===== src/rtl/mmio_poll_pkg.sv =====
package mmio_poll_pkg;
  localparam int OFS_W = 2;

  typedef enum logic [OFS_W-1:0] {
    REG_RXD  = 2'd0,
    REG_TXD  = 2'd1,
    REG_STAT = 2'd2,
    REG_CTRL = 2'd3
  } reg_ofs_e;

  localparam int STAT_RX_BIT  = 0;
  localparam int STAT_TX_BIT  = 1;
  localparam int STAT_OVR_BIT = 2;

  typedef struct packed {
    logic rxd;
    logic txd;
    logic stat;
    logic ctrl;
  } reg_sel_t;
endpackage


===== src/rtl/mmio_poll_decode.sv =====
module mmio_poll_decode
  import mmio_poll_pkg::*;
#(
  parameter int ADDR_W = 16,
  parameter int IO_SPACE = 0,
  parameter int IO_ADDR_W = 8,
  parameter logic [ADDR_W-1:0] BASE_ADDR = '0
) (
  input  logic [ADDR_W-1:0] addr,
  input  logic              io_sel,
  input  logic              rd_en,
  input  logic              wr_en,
  output reg_sel_t          rd_sel,
  output reg_sel_t          wr_sel
);
  localparam int CMP_W = (IO_SPACE != 0) ? IO_ADDR_W : ADDR_W;

  logic     match;
  logic     gate_ok;
  reg_sel_t ofs_sel;

  // the select line gates decode only in I/O-space mode
  assign gate_ok = io_sel | (IO_SPACE == 0);

  generate
    if (IO_SPACE != 0) begin : g_io
      assign match = (addr[CMP_W-1:OFS_W] == BASE_ADDR[CMP_W-1:OFS_W]);
    end else begin : g_mem
      assign match = (addr[ADDR_W-1:OFS_W] == BASE_ADDR[ADDR_W-1:OFS_W]);
    end
  endgenerate

  always_comb begin
    ofs_sel = '0;
    unique case (reg_ofs_e'(addr[OFS_W-1:0]))
      REG_RXD:  ofs_sel.rxd  = 1'b1;
      REG_TXD:  ofs_sel.txd  = 1'b1;
      REG_STAT: ofs_sel.stat = 1'b1;
      REG_CTRL: ofs_sel.ctrl = 1'b1;
      default:  ofs_sel      = '0;
    endcase
  end

  assign rd_sel = (match && gate_ok && rd_en) ? ofs_sel : '0;
  assign wr_sel = (match && gate_ok && wr_en) ? ofs_sel : '0;
endmodule


===== src/rtl/mmio_poll_rx.sv =====
module mmio_poll_rx #(
  parameter int DATA_W = 8
) (
  input  logic              clk,
  input  logic              rst_n,
  input  logic              dev_valid,
  input  logic [DATA_W-1:0] dev_data,
  output logic              dev_ready,
  input  logic              take,
  input  logic              stat_rd,
  output logic [DATA_W-1:0] held,
  output logic              full,
  output logic              ovr
);
  logic ovr_set;

  assign dev_ready = 1'b1;
  assign ovr_set   = dev_valid && full && !take;

  always_ff @(posedge clk or negedge rst_n) begin
    if (!rst_n) begin
      held <= '0;
      full <= 1'b0;
      ovr  <= 1'b0;
    end else begin
      if (dev_valid) begin
        held <= dev_data;
        full <= 1'b1;
      end else if (take) begin
        full <= 1'b0;
      end
      if (ovr_set)      ovr <= 1'b1;
      else if (stat_rd) ovr <= 1'b0;
    end
  end
endmodule


===== src/rtl/mmio_poll_tx.sv =====
module mmio_poll_tx #(
  parameter int DATA_W = 8
) (
  input  logic              clk,
  input  logic              rst_n,
  input  logic              load,
  input  logic [DATA_W-1:0] wdata,
  output logic [DATA_W-1:0] held,
  output logic              empty,
  output logic              dev_valid,
  output logic [DATA_W-1:0] dev_data,
  input  logic              dev_ready
);
  always_ff @(posedge clk or negedge rst_n) begin
    if (!rst_n) begin
      held  <= '0;
      empty <= 1'b1;
    end else begin
      if (load) begin
        held  <= wdata;
        empty <= 1'b0;
      end else if (!empty && dev_ready) begin
        empty <= 1'b1;
      end
    end
  end

  assign dev_valid = !empty;
  assign dev_data  = held;
endmodule


===== src/rtl/mmio_poll_port.sv =====
module mmio_poll_port
  import mmio_poll_pkg::*;
#(
  parameter int ADDR_W = 16,
  parameter int DATA_W = 8,
  parameter int IO_SPACE = 0,
  parameter int IO_ADDR_W = 8,
  parameter logic [ADDR_W-1:0] BASE_ADDR = 16'h4000
) (
  input  logic              clk,
  input  logic              rst_n,
  input  logic [ADDR_W-1:0] bus_addr,
  input  logic              bus_rd_en,
  input  logic              bus_wr_en,
  input  logic              bus_io_sel,
  input  logic [DATA_W-1:0] bus_wdata,
  output logic [DATA_W-1:0] bus_rdata,
  input  logic              kb_valid,
  input  logic [DATA_W-1:0] kb_data,
  output logic              kb_ready,
  output logic              disp_valid,
  output logic [DATA_W-1:0] disp_data,
  input  logic              disp_ready
);
  reg_sel_t          rd_sel;
  reg_sel_t          wr_sel;
  logic              rd_rxd;
  logic              wr_txd;
  logic [DATA_W-1:0] rx_data;
  logic              rx_full;
  logic              rx_ovr;
  logic [DATA_W-1:0] tx_data;
  logic              tx_empty;
  logic [DATA_W-1:0] ctrl_q;
  logic [DATA_W-1:0] status;

  mmio_poll_decode #(
    .ADDR_W(ADDR_W), .IO_SPACE(IO_SPACE), .IO_ADDR_W(IO_ADDR_W), .BASE_ADDR(BASE_ADDR)
  ) u_dec (
    .addr(bus_addr), .io_sel(bus_io_sel), .rd_en(bus_rd_en), .wr_en(bus_wr_en),
    .rd_sel(rd_sel), .wr_sel(wr_sel)
  );

  assign rd_rxd = rd_sel.rxd;
  assign wr_txd = wr_sel.txd;

  mmio_poll_rx #(.DATA_W(DATA_W)) u_rx (
    .clk(clk), .rst_n(rst_n), .dev_valid(kb_valid), .dev_data(kb_data),
    .dev_ready(kb_ready), .take(rd_rxd), .stat_rd(rd_sel.stat),
    .held(rx_data), .full(rx_full), .ovr(rx_ovr)
  );

  mmio_poll_tx #(.DATA_W(DATA_W)) u_tx (
    .clk(clk), .rst_n(rst_n), .load(wr_txd), .wdata(bus_wdata),
    .held(tx_data), .empty(tx_empty), .dev_valid(disp_valid),
    .dev_data(disp_data), .dev_ready(disp_ready)
  );

  // control bits are kept for software only
  always_ff @(posedge clk or negedge rst_n) begin
    if (!rst_n)           ctrl_q <= '0;
    else if (wr_sel.ctrl) ctrl_q <= bus_wdata;
  end

  always_comb begin
    status               = '0;
    status[STAT_RX_BIT]  = rx_full;
    status[STAT_TX_BIT]  = tx_empty;
    status[STAT_OVR_BIT] = rx_ovr;
  end

  always_comb begin
    bus_rdata = '0;
    if (rd_sel.rxd)  bus_rdata = rx_data;
    if (rd_sel.txd)  bus_rdata = tx_data;
    if (rd_sel.stat) bus_rdata = status;
    if (rd_sel.ctrl) bus_rdata = ctrl_q;
  end
endmodule


===== config.mk =====
export PLATFORM = sky130hd
export DESIGN_NAME = mmio_poll_port
export DESIGN_NICKNAME = d
export VERILOG_FILES = /design/src/rtl/mmio_poll_pkg.sv /design/src/rtl/mmio_poll_decode.sv /design/src/rtl/mmio_poll_rx.sv /design/src/rtl/mmio_poll_tx.sv /design/src/rtl/mmio_poll_port.sv
export SDC_FILE = /design/constraint.sdc
export NUM_CORES = 1
export LEC_CHECK = 0
export BUFFER_PORTS_ARGS = -buffer_cell sky130_fd_sc_hd__buf_2
export CORE_MARGIN = 2
export CORE_UTILIZATION = 47
export CTS_CLUSTER_SIZE = 12
export DETAILED_ROUTE_END_ITERATION = 16
export GPL_ROUTABILITY_DRIVEN = 1
export PLACE_DENSITY = 0.89
export SKIP_LAST_GASP = 1
export SYNTH_ARGS = -nofsm -noshare
export SYNTH_HDL_FRONTEND = slang
export SYNTH_SLANG_ARGS = --single-unit

===== constraint.sdc =====
create_clock -name clk -period 1.15 [get_ports clk]
set_input_delay 0 -clock clk [delete_from_list [all_inputs] [get_ports clk]]
set_output_delay 0 -clock clk [all_outputs]
set_load 0.05 [all_outputs]

# == Yosys cells after proc, flatten, opt, wreduce, memory -nomap -nowiden ==
# Index checks and enable logic that the tools add are counted.
# op_classes
n_eq_ne,4
n_mux,16
reduce_logical,11
# op_table
cell,count
$mux 8,4
$eq 14x13->1 const B,1
$mux 1,10
$reduce_bool 2->1,3
$logic_and 1x1->1,5
$eq 2x2->1 const B,2
$mux 4,1
$mux 3,1
$eq 2x1->1 const B,1
$logic_not 1->1,2
$logic_not 2->1,1
# totals
reg_bits,27
input_bits,39
output_inout_bits,18
word_cells,37

# == Longest topological paths before layout ==
# Gate-level depths: netlist of run 1.
# logic_depth
word_depth,7
ltp_mapped,6

# == Modules after synthesis ==
# From an unflattened synthesis of run 1, not the netlist that was laid out.
# unflattened
hier_cells,121
area_unflattened_um2,1472.7
# modules_own_cells
mod,instances,cells_per_inst,area_each_um2
mmio_poll_port,1,49,498.0
mmio_poll_tx,1,28,431.7
mmio_poll_rx,1,25,419.2
mmio_poll_decode,1,19,123.9

# == Worst setup path before layout of run 1 ==
# Ideal clock, no wire load.
# synth_timing
path_type,register to output
start,register u_tx.held[0] (netlist: u_tx.dev_data[0])
end,output bus_rdata[0]
arrival_ns,1.650
setup_slack_ns,-0.500
path_stages_with_launch,3
path_buffers,0
cell_sequence,dfrtp_1 mux4_2 nor2b_1
# synth_via
elab_chain_len,3
# synth_rtl
element,line_no,source
from (decl),mmio_poll_tx.sv:8,"output logic [DATA_W-1:0] held,"
from (signal assigned),mmio_poll_tx.sv:20,held <= wdata;
$mux 8,mmio_poll_port.sv:75,if (rd_sel.txd) bus_rdata = tx_data;
$mux 8,mmio_poll_port.sv:76,if (rd_sel.stat) bus_rdata = status;
$mux 8,mmio_poll_port.sv:77,if (rd_sel.ctrl) bus_rdata = ctrl_q;
to (decl),mmio_poll_port.sv:17,"output logic [DATA_W-1:0] bus_rdata,"
# No other way between the ends.

# == Worst setup path after layout of run 1 ==
# layout_timing
start,register u_rx.ovr
end,output bus_rdata[2]
# layout_via
elab_chain_len,2
# layout_rtl
element,line_no,source
from (decl),mmio_poll_rx.sv:13,output logic ovr
from (signal assigned),mmio_poll_rx.sv:24,ovr <= 1'b0;
from (signal assigned),mmio_poll_rx.sv:32,if (ovr_set) ovr <= 1'b1;
from (signal assigned),mmio_poll_rx.sv:33,else if (stat_rd) ovr <= 1'b0;
$mux 8,mmio_poll_port.sv:76,
$mux 8,mmio_poll_port.sv:77,
# No other way between the ends.

==> impl_metrics.csv, run 1 <==
group,metric,value,unit
detailed_routing,dr.max_layer_used,"met4",
global_routing,grtUsageTotal,0.2347,
floorplanning,row_count,19,
finish,n_antenna_cell,0,
clock_tree,clock-sinks,27,
setup_path,start_kind,"register",
global_routing,antenna_found_initial,0,
yosys,ys_types,26,
finish,post-route-util,0.8101,
global_routing,grt_start_max_net_pins,28,
detailed_routing,drc,0,
yosys,synth.largest_area_cell,"dfrtp_1",
detailed_routing,dr.pass1.iters,4,
job,max_cap_violations,0,
power_and_ir_drop,power.density,767.7,nW/um2
sta,relSlewSlack,0.5979,
setup_path,rr_worst_depth,6,
yosys,synth-seq-area-share,0.5047,
power_and_ir_drop,p_leak,1.100,nW
sta,skew,0.00005018,ns
detailed_routing,dr.first_iter.drc_count,49,
setup_path,critPathLaunch,"u_rx.ovr$_DFFE_PN0P_",
setup_path,r2r_slack,0.09,ns
sta,fmax,670.0,MHz
sta,final_hold_viol_count,0,
sta,slew_viol_final,0,
yosys,synth.top_cells.by_count,"dfrtp_1, nor2_1, mux2_1",
detailed_routing,viasPerCell,5.348,
setup_path,critPathMaxFanout,2,
placed_design,portBuffers,54,
yosys,synth_nets,144,
setup_path,timing.rr.end,"u_rx.ovr$_DFFE_PN0P_",
detailed_routing,vias,1246,
yosys,netlist_area,1341,um2
sta,setup_viol,16,
finish,regArea,678.2,um2
clock_tree,clk_path_buf_depth,2,
yosys,synth_flop_cell,"dfrtp_1",
detailed_routing,drt-total-wl,3717,um
finish,areaGrowthSynthToFinish,65.11,%
global_routing,grt_pass1_vias,1329,
setup_path,crit_type,"reg2out",
detailed_routing,drt-met1-wl,1397,um
placed_design,gp_congestion,0.7395,
placed_design,hpwl,2513,um
setup_path,cp-endpoint,"bus_rdata[2]",
yosys,synth-async-reset-ratio,1.000,
floorplanning,fp.dieH,57.42,um
clock_tree,insertion_delay,0.33,ns
yosys,synth_seq_cells,27,
setup_path,timing.rr.start,"u_rx.ovr$_DFFE_PN0P_",
run_status,status,"complete, but fails checks",
sta,timing.final.crit_period,1.493,ns
finish,fillerInstances,171,
sta,timing.final.ws_setup,-0.3426,ns
detailed_routing,met2_length,2052,um
run_status,violations,"setup timing",
detailed_routing,drt.antenna.violating_nets,0,
yosys,yosysWarnings,0,
clock_tree,cts-buffers-inserted,3,
clock_tree,root_buffer,"clkbuf_4",
power_and_ir_drop,peakVddDrop,0.9239,mV
floorplanning,die_area,3297,um2
global_routing,grt_pass1_wl,5968,um
setup_path,worstSetupEndpointType,"output port",
detailed_routing,wl_per_cell,15.95,um
sta,rsz0062_at_grt,"true",
setup_path,cp.required,1.15,ns
yosys,synth_most_common_cell,"dfrtp_1",
detailed_routing,wl_met3,240,um
sta,worst_slew_pin_slew,0.6032,ns
yosys,synth_edf_count,0,
floorplanning,io_pins,57,
sta,final.setup.tns,-2.084,ns
clock_tree,cts.clk_slew.worst_paths,0.14,ns
finish,nets,242,
clock_tree,htree_levels,1,
yosys,synth_area_per_cell,12.77,um2
floorplanning,initial_utilization,0.4906,
global_routing,grt_remaining_overflow,0,
yosys,synth_top_area_frac,0.4851,
setup_path,arrival,1.49,ns
sta,fin_crit_sh,1.298,
floorplanning,core,2734,um2
yosys,netlist_instances,105,
floorplanning,dieWidth,57.42,um
clock_tree,cts_tree,"done",
finish,drive_gt1_frac,0.6040,
finish,multi_input_area,718.2,um2
power_and_ir_drop,finalPower,0.001700,W
min_path,min_path_type,"in2reg",
yosys,synth.area.top_cells,"dfrtp_1, mux2_1, mux2_2, mux4_2, nor2_1",
[worst max-delay path: stages, from the launching register on]
cell and delay (ns):
dfrtp_1 0.40, mux4_2 0.47, nor2b_4 0.14, buf_6 0.14
[power breakdown]
| group | leakage [nW] | total, W | switching (W) | internal, W |
|---|---|---|---|---|
| Combinational | 0.742 | 0.000301 | 0.000129 | 0.000172 |
| Clock | 0.0150 | 0.000407 | 0.000271 | 0.000136 |
| Sequential | 0.344 | 0.000993 | 0.0000151 | 0.000978 |
| Total | 1.10 | 0.00170 | 0.000414 | 0.00129 |
[worst min path at each step]
| stage | depth (start not counted) | endpoint | slack, ns | startpoint |
|---|---|---|---|---|
| 6_report | 2 | u_rx.full$_DFFE_PN0P_ | 0.07 | kb_valid |
| 5_1_grt | 2 | u_rx.full$_DFFE_PN0P_ | 0.10 | kb_valid |
| 4_1_cts | 2 | u_rx.full$_DFFE_PN0P_ | 0.07 | kb_valid |
| 3_5_place_dp | 1 | ctrl_q[3]$_DFFE_PN0P_ | 0.04 | rst_n |
| 3_3_place_gp | 1 | u_rx.held[3]$_DFFE_PN0P_ | 0.02 | rst_n |
| 2_1_floorplan | 0 | ctrl_q[0]$_DFFE_PN0P_ | -0.30 | rst_n |
[layout make-up]
cell class,instances,area share
multi-input cells,70,0.3243
flip-flops and latches,27,0.3062
well taps,31,0.01751
repair buffers,100,0.3384
inverters,1,0.001695
clock buffers,4,0.01186
[layout by cell type, fill, tap and decap left out]
master and instances:
inv_1 1, buf_2 41, mux4_2 3, mux2i_1 5
buf_8 1, nand4_1 1, clkbuf_1 1, conb_1 1
nor2_2 5, nand2_1 1, nand4_4 1, nor2_1 10
dfrtp_1 25, mux2_1 5, nor2b_4 3, nor3b_1 1
dfstp_2 1, nor3_1 1, mux2_2 11, and4_4 1
dfrtp_2 1, and4b_1 1, a21oi_1 2, nor4_4 2
mux2_4 8, nor4b_4 1, nand2b_1 1, clkbuf_4 3
dlygate4sd3_1 18, o31ai_1 1, buf_6 13, buf_4 27
a31oi_1 5
[metal layers]
layer,vias up,GRT usage
li1,575,-
met1,620,0.2712
met2,48,0.4448
met3,3,0.03175
met4,0,0.06977
met5,-,0
[through the flow]
stage | worst slack (ns) | instance area, um2 | hold slack (ns) | std cells
floorplan | -0.2450 | 1429 | -0.2956 | 105
global placement | -0.3496 | 1818 | 0.01665 | 199
detailed placement | -0.4017 | 1818 | 0.03582 | 199
CTS | -0.3425 | 2166 | 0.07040 | 229
global route | -0.3818 | 2215 | 0.1008 | 233
finish | -0.3426 | 2215 | 0.07166 | 233
[cell families after synthesis]
| logic type | Yosys count | synth area share |
|---|---|---|
| mux | 32 | 0.2892 |
| simple gates | 29 | 0.1371 |
| flops | 27 | 0.5047 |
| compound gates | 8 | 0.03638 |
| buf+inv | 8 | 0.02984 |
| other cells | 1 | 0.002796 |
[what timing repair did]
action                     CTS  global route
resized for setup           24             7
setup endpoints to repair   16            18
hold endpoints to repair    51             0
hold buffers                18             0
cloned                       0             0
setup buffers                8             5
pin swaps                    4             5
[registers in the layout, indices dropped and copies added, names as in the netlist]
register,count
ctrl_q,8
u_rx.held,8
u_tx.dev_data,8
u_rx.full,1
u_rx.ovr,1
u_tx.empty,1
Note: power is estimated with default switching activity, not from simulation.
==> run 2, diff against run 1 <==
--- a/constraint.sdc
+++ b/constraint.sdc
@@ -3,2 +3,2 @@
 set_output_delay 0 -clock clk [all_outputs]
-set_load 0.05 [all_outputs]
+set_load 0.005 [all_outputs]
==> run 2 against run 1 <==
  * The run still ends with setup timing left
  * Cell count decreased by 2.1%
  * First-iteration DRC count decreased by 59%
  * Non-clock buffer count decreased by 5
  * Via count decreased by 3.4%
  * Critical endpoint unchanged
  * Largest power group unchanged
==> impl_metrics.csv, run 2 (synthesis gave the netlist of run 1 again) <==
group,metric,value,unit
sta,slew_viol_final,0,
setup_path,crit_cells,3,
setup_path,cp_num_buf_inv,1,
clock_tree,cts_tree,"done",
finish,post-route-util,0.7620,
floorplanning,initial_utilization,0.4906,
setup_path,worstSetupEndpointType,"output port",
detailed_routing,viasPerCell,5.281,
clock_tree,root_buffer,"clkbuf_4",
detailed_routing,dr.max_layer_used,"met3",
sta,timing.final.ws_setup,-0.2970,ns
power_and_ir_drop,finalPower,0.001674,W
power_and_ir_drop,power_frac_clock,0.234,
detailed_routing,wl_met3,221,um
min_path,min_path_type,"in2reg",
floorplanning,core,2734,um2
placed_design,postPlaceCellArea,1715,um2
detailed_routing,drt-met1-wl,1408,um
clock_tree,cts-buffers-inserted,3,
clock_tree,insertion_delay,0.31,ns
setup_path,critical_path.slowest_cell,"mux4_2",
power_and_ir_drop,p_sw,0.0003940,W
power_and_ir_drop,p_int,0.001280,W
sta,rsz0062_at_grt,"true",
clock_tree,htree_levels,1,
global_routing,grt_pass1_vias,1248,
detailed_routing,drc,0,
min_path,whs_path_depth,2,
detailed_routing,wl_per_cell,15.43,um
power_and_ir_drop,pwr-share-seq,0.594,
finish,fillerInstances,192,
detailed_routing,vias,1204,
setup_path,arrival,1.45,ns
placed_design,portBuffers,54,
clock_tree,cts.clk_slew.worst_paths,0.14,ns
global_routing,antenna_found_initial,0,
finish,n_antenna_cell,0,
setup_path,crit_chain,"mux4_2 -> nor2b_1 -> buf_2",
floorplanning,io_pins,57,
clock_tree,clock-sinks,27,
sta,fmax,691.1,MHz
finish,drive_gt1_frac,0.5431,
detailed_routing,drt-total-wl,3519,um
sta,worst_slew_pin_slew,0.5882,ns
global_routing,grtUsageTotal,0.2238,
floorplanning,dieWidth,57.42,um
detailed_routing,dr.pass1.iters,4,
sta,fin_crit_sh,1.258,
placed_design,gp_congestion,0.7243,
run_status,violations,"setup timing",
run_status,status,"complete, but fails checks",
sta,skew,0.0002393,ns
placed_design,dp_cells,193,
finish,final_cells,228,
floorplanning,row_count,19,
finish,layout_commonest_cell,"buf_2",
setup_path,critPathMaxFanout,2,
power_and_ir_drop,power.density,803.4,nW/um2
floorplanning,die_area,3297,um2
setup_path,crit_type,"reg2out",
power_and_ir_drop,sw_frac_of_total,0.2354,
detailed_routing,dr.first_iter.drc_count,20,
finish,layout_common_cells,"buf_2, dfrtp_1, buf_4",
sta,timing.final.crit_period,1.447,ns
global_routing,grt_pass1_wl,5637,um
finish,areaGrowthSynthToFinish,55.32,%
setup_path,cp.required,1.15,ns
job,max_cap_violations,0,
sta,setup_viol,8,
finish,fin_area,2083,um2
sta,relSlewSlack,0.6078,
setup_path,rr_worst_depth,6,
detailed_routing,drt.antenna.violating_nets,0,
finish,nets,237,
detailed_routing,met2_length,1889,um
setup_path,start_kind,"register",
setup_path,r2r_slack,0.08,ns
setup_path,critPathMaxStageDelay,0.46,ns
sta,final_hold_viol_count,0,
global_routing,grt_start_max_net_pins,28,
global_routing,grt_remaining_overflow,0,
placed_design,hpwl,2466,um
power_and_ir_drop,peakVddDrop,0.6527,mV
power_and_ir_drop,combPwrFrac,0.172,
floorplanning,fp.dieH,57.42,um
power_and_ir_drop,p_leak,1.068,nW
setup_path,crit_family,"multiplexers",
clock_tree,clk_path_buf_depth,2,
-- run 2: power groups by stage --
| stage | Sequential [W] | Combinational, W | Clock (W) |
|---|---|---|---|
| after floorplan | 0.00101 | 0.000108 | 0 |
| after global placement | 0.00101 | 0.000215 | 0 |
| after detailed placement | 0.00101 | 0.000226 | 0 |
| after CTS | 0.000993 | 0.000279 | 0.000408 |
| after global routing | 0.000997 | 0.000314 | 0.000454 |
| final | 0.000993 | 0.000288 | 0.000392 |
-- run 2: worst paths after layout --
| path | start | to |
|---|---|---|
| hold reg to reg | ctrl_q[1]$_DFFE_PN0P_ | ctrl_q[1]$_DFFE_PN0P_ |
| max in group asynchronous | rst_n | u_tx.empty$_DFFE_PN1P_ |
| setup reg to reg | u_rx.ovr$_DFFE_PN0P_ | u_rx.ovr$_DFFE_PN0P_ |
| hold / removal | kb_valid | u_rx.full$_DFFE_PN0P_ |
| min in group asynchronous | rst_n | ctrl_q[5]$_DFFE_PN0P_ |
| setup / recovery | ctrl_q[2]$_DFFE_PN0P_ | bus_rdata[2] |
-- run 2: cell type report --
cell class	count	area, um2	share of cell area
tap	31	38.79	0.01862
inverter	1	3.754	0.001802
timing repair buffer	95	661.9	0.3177
clock buffer	3	22.52	0.01081
multi-input combinational	70	674.4	0.3237
clock inverter	1	5.005	0.002402
sequential	27	676.9	0.3249
-- run 2: layer usage --
metal	GRT usage	vias up
met5	0	-
met4	0.03987	0
met3	0.02494	0
met2	0.4286	56
met1	0.2701	580
li1	-	568
-- run 2: per-stage QoR --
stage	TNS, ns	hold WS (ns)	setup slack [ns]
finish	-1.313	0.1058	-0.2970
global route	-2.129	0.09440	-0.3503
CTS	-1.415	0.06808	-0.2922
detailed placement	-5.038	0.03780	-0.3681
global placement	-4.083	0.01705	-0.2880
floorplan	-1.239	-0.2956	-0.1549
-- run 2: timing repair --
action / 4_1_cts / 5_1_grt
gates resized for setup: 5 / 10
endpoints found under the setup margin: 13 / 18
hold endpoints to repair: 51 / 0
pin swaps: 3 / 4
hold buffers: 18 / 0
setup buffers: 8 / 5
